--- src/rtl/ser16_pkg.sv ---
package ser16_pkg;
  localparam int unsigned WORD_W_DEF = 16;
endpackage

--- src/rtl/ser16_div.sv ---
module ser16_div #(
  parameter int unsigned WORD_W = ser16_pkg::WORD_W_DEF
) (
  input  logic clk_i,
  input  logic rst_ni,
  output logic load_o,
  output logic word_clk_o
);
  localparam int unsigned CNT_W = $clog2(WORD_W);
  localparam int unsigned HALF  = WORD_W / 2;
  localparam logic [CNT_W-1:0] LAST = CNT_W'(WORD_W - 1);
  localparam logic [CNT_W-1:0] CAP  = CNT_W'(HALF - 1);

  logic [CNT_W-1:0] cnt_q, cnt_d;
  logic             wclk_q;

  assign cnt_d = (cnt_q == LAST) ? '0 : cnt_q + 1'b1;

  always_ff @(negedge clk_i or negedge rst_ni) begin
    if (!rst_ni) begin
      cnt_q  <= '0;
      wclk_q <= 1'b1;
    end else begin
      cnt_q  <= cnt_d;
      wclk_q <= (cnt_d < CNT_W'(HALF));  // registered, glitch-free
    end
  end

  assign load_o     = (cnt_q == CAP);
  assign word_clk_o = wclk_q;
endmodule

--- src/rtl/ser16_shift.sv ---
module ser16_shift #(
  parameter int unsigned WORD_W = ser16_pkg::WORD_W_DEF
) (
  input  logic              clk_i,
  input  logic              rst_ni,
  input  logic              load_i,
  input  logic [WORD_W-1:0] data_i,
  output logic              bit_o
);
  logic [WORD_W-1:0] sh_q;

  always_ff @(negedge clk_i or negedge rst_ni) begin
    if (!rst_ni)     sh_q <= '0;
    else if (load_i) sh_q <= data_i;
    else             sh_q <= {1'b0, sh_q[WORD_W-1:1]};
  end

  assign bit_o = sh_q[0];
endmodule

--- src/rtl/ser16_tx.sv ---
module ser16_tx #(
  parameter int unsigned WORD_W = ser16_pkg::WORD_W_DEF
) (
  input  logic              clk_i,
  input  logic              rst_ni,
  input  logic [WORD_W-1:0] par_data_i,
  output logic              ser_o,
  output logic              word_clk_o
);
  logic load;

  ser16_div #(.WORD_W(WORD_W)) u_div (
    .clk_i      (clk_i),
    .rst_ni     (rst_ni),
    .load_o     (load),
    .word_clk_o (word_clk_o)
  );

  ser16_shift #(.WORD_W(WORD_W)) u_shift (
    .clk_i  (clk_i),
    .rst_ni (rst_ni),
    .load_i (load),
    .data_i (par_data_i),
    .bit_o  (ser_o)
  );
endmodule

--- config.mk ---
export PLATFORM = sky130hd
export DESIGN_NAME = ser16_tx
export DESIGN_NICKNAME = d
export VERILOG_FILES = /design/src/rtl/ser16_pkg.sv /design/src/rtl/ser16_div.sv /design/src/rtl/ser16_shift.sv /design/src/rtl/ser16_tx.sv
export SDC_FILE = /design/constraint.sdc
export NUM_CORES = 1
export LEC_CHECK = 0
export BUFFER_PORTS_ARGS = -buffer_cell sky130_fd_sc_hd__clkbuf_2
export CAP_MARGIN = 10
export CORE_UTILIZATION = 54
export DETAILED_ROUTE_END_ITERATION = 6
export GPL_TIMING_DRIVEN = 0
export PLACE_DENSITY = 0.8
export SYNTH_ARGS = -nofsm -noshare
export SYNTH_HDL_FRONTEND = slang
export SYNTH_HIERARCHICAL = 1
export SYNTH_SLANG_ARGS = --single-unit
export TNS_END_PERCENT = 1
--- constraint.sdc ---
create_clock -name clk_i -period 4.1 [get_ports clk_i]
set_clock_uncertainty 0.15 [all_clocks]
set_input_delay 0.82 -clock clk_i [delete_from_list [all_inputs] [get_ports clk_i]]
set_output_delay 0.82 -clock clk_i [all_outputs]
set_load 0.02 [all_outputs]
==> flow_metrics.env <==
export IMPL_crit_required_ps=3130
export IMPL_root_buffer="clkbuf_4"
export IMPL_post_cts_buffers=0
export IMPL_grt_use_total_pct=15.77
export IMPL_final_common_cell="dfrtn_1"
export IMPL_syn_num_nets=70
export IMPL_ys_warn_count=6
export IMPL_rsz0062_at_grt="false"
export IMPL_internal_power_w=0.0002583
export IMPL_coreArea_um2=1383
export IMPL_hold_buffers=0
export IMPL_syn_inst=51
export IMPL_drtPass1Iterations=2
export IMPL_clock_sinks=21
export IMPL_setup_worst_path_class="reg -> out"
export IMPL_slew_headroom_pct=68.09
export IMPL_final_cell_mix="dfrtn_1 (20), clkbuf_2 (19), mux2_4 (9)"
export IMPL_slowest_delay_ps=510
export IMPL_syn2layout_area_growth_pct=16.59
export IMPL_vias=460
export IMPL_crit_arrival_ps=3080
export IMPL_p_leak_nw=0.5063
export IMPL_drt_iter0_drc=1
export IMPL_die_y_um=41.72
export IMPL_met3_length_um=58
export IMPL_status="finished clean"
export IMPL_powerDensity_nw_per_um2=330.5
export IMPL_row_count=13
export IMPL_synth_area_um2=852.1
export IMPL_grt_pass1_wl_um=1973
export IMPL_irDropWorstVdd_mv=0.2166
export IMPL_detailed_place_hpwl_um=844.5
export IMPL_layout_setup_ws_ps=48.84
export IMPL_place_congestion=0.7365
export IMPL_dieArea_um2=1741
export IMPL_cts_tree="built"
export IMPL_grt_pass1_vias=447
export IMPL_ys_types=18
export IMPL_numCtsBuffers=3
export IMPL_hold_viol=0
export IMPL_routed_wl_um=1129
export IMPL_combPwrFrac_pct=4.9
export IMPL_cts_resized_gates=0
export IMPL_min_path_type="reg -> reg"
export IMPL_p_sw_share_pct=21.33
export IMPL_power_net_switching_w=0.00007003
export IMPL_clockBufferDepth=2
export IMPL_wl_per_cell_um=12.69
export IMPL_cap_violations=0
export IMPL_seq_power_share_pct=64.8
export IMPL_drc=0
export IMPL_clk_latency_ps=300
export IMPL_worstSetupEndpointType="output port"
export IMPL_critPathTopFamily="flip-flops"
export IMPL_worst_slew_pin_slew_ps=478.6
export IMPL_crit_chain="clkbuf_2"
export IMPL_die_width_um=41.72
export IMPL_top_layer="met4"
export IMPL_avgSynthCellArea_um2=16.71
export IMPL_start_util_pct=61.63
export IMPL_synth_seq_cells=21
export IMPL_n_antenna_cell=0
export IMPL_grt_max_degree=22
export IMPL_met2_length_um=498
export IMPL_dp_slack_ps=422.5
export IMPL_worstPathMaxFanout=1
export IMPL_grt_overflow=0
export IMPL_met1_length_um=557
export IMPL_h_tree_depth=1
export IMPL_io_pins=20
export IMPL_drive_gt1_share_pct=56.76
export IMPL_pwr_share_clk_pct=30.4
export IMPL_final_setup_viol_count=0
export IMPL_worstSetupStartpointType="register"
export IMPL_yosysSeqAreaShare_pct=61.82
export IMPL_ant_nets=0
export IMPL_drv_slew=0
export IMPL_critPathBufInv=1
export IMPL_slowest_stage="dfstp_2"
export IMPL_antenna_found_initial=0
export IMPL_layout_nets=94
export IMPL_path_clk_slew_ps=80
export IMPL_numPortBuffers=19
export IMPL_fin_setup_tns_ps=0
export IMPL_viasPerCell=5.169
kinds of logic after synthesis:
| logic type | share of synthesized area, % |
|---|---|
| adders and majority gates | 1.468 |
| AOI/OAI and AO/OA | 2.791 |
| muxes | 23.79 |
| buffers and inverters | 4.111 |
| xor gates and xnor gates | 1.028 |
| and+or+nand+nor | 4.993 |
| DFF | 61.82 |
synth_stat cells, drive strengths merged:
cell    count  share of area (%)
nand2       1               0.44
buf         2                3.7
and2        2                1.6
o211ai      1               0.88
dfrtn      20                 59
o211a       1                1.2
inv         1               0.44
a31oi       1               0.73
nand2b      2                1.5
xor2        1                1.0
ha          1                1.5
nor2        1               0.44
nand4b      1                1.0
mux2       15                 24
dfstp       1                3.1
power groups by stage:
stage	Sequential (W)	Clock, W	Combinational, W
2_1_floorplan	0.000217	0.00000305	0.00000339
3_3_place_gp	0.000216	0.00000305	0.0000162
3_5_place_dp	0.000216	0.00000305	0.0000166
4_1_cts	0.000213	0.000104	0.0000167
5_1_grt	0.000213	0.000113	0.0000183
6_report	0.000213	0.0000997	0.0000160
registers in the layout, summed over array words and instances (netlist names):
| name | flops |
|---|---|
| u_shift/sh_q | 16 |
| u_div/cnt_q | 4 |
| u_div/word_clk_o | 1 |
final timing paths:
kind / start / to / slack, ps / cells after the start
worst max-delay path: u_div/word_clk_o / word_clk_o / 50 / 1
worst min-delay path: u_shift/sh_q[15] / u_shift/sh_q[14] / 260 / 1
worst max register to register: u_div/cnt_q[0] / u_shift/sh_q[7] / 2330 / 6
worst min register to register: u_shift/sh_q[15] / u_shift/sh_q[14] / 260 / 1
max in group asynchronous: rst_ni / u_div/word_clk_o / 1140 / 1
min in group asynchronous: rst_ni / u_shift/sh_q[5] / 2240 / 1
layout make-up:
cell class	instances	area, um^2
well taps	15	18.77
fillers	92	389.1
clock inverters	2	8.758
repair buffers	19	95.09
clock buffers	3	22.52
plain buffers	2	31.28
flip-flops and latches	21	526.8
multi-input cells	27	290.3
metal layers:
metal	track usage, %	vias to the layer above
li1	-	220
met1	20.99	219
met2	23.13	19
met3	3.913	2
met4	9.677	0
met5	0	-
per-stage QoR:
| step | instance area, um^2 | cells | utilization, % | power, W | hold WS, ps |
|---|---|---|---|---|---|
| after floorplan | 852.1 | 51 | - | 0.0002234 | 259.7 |
| after global placement | 965.9 | 85 | 69.86 | 0.0002356 | 268.5 |
| after detailed placement | 965.9 | 85 | 69.86 | 0.0002361 | 274.5 |
| after CTS | 993.5 | 89 | 71.86 | 0.0003330 | 263.8 |
| after global routing | 993.5 | 89 | 71.86 | 0.0003441 | 275.2 |
| final | 993.5 | 89 | 71.86 | 0.0003283 | 259.6 |
(Power assumes the default switching activity.)
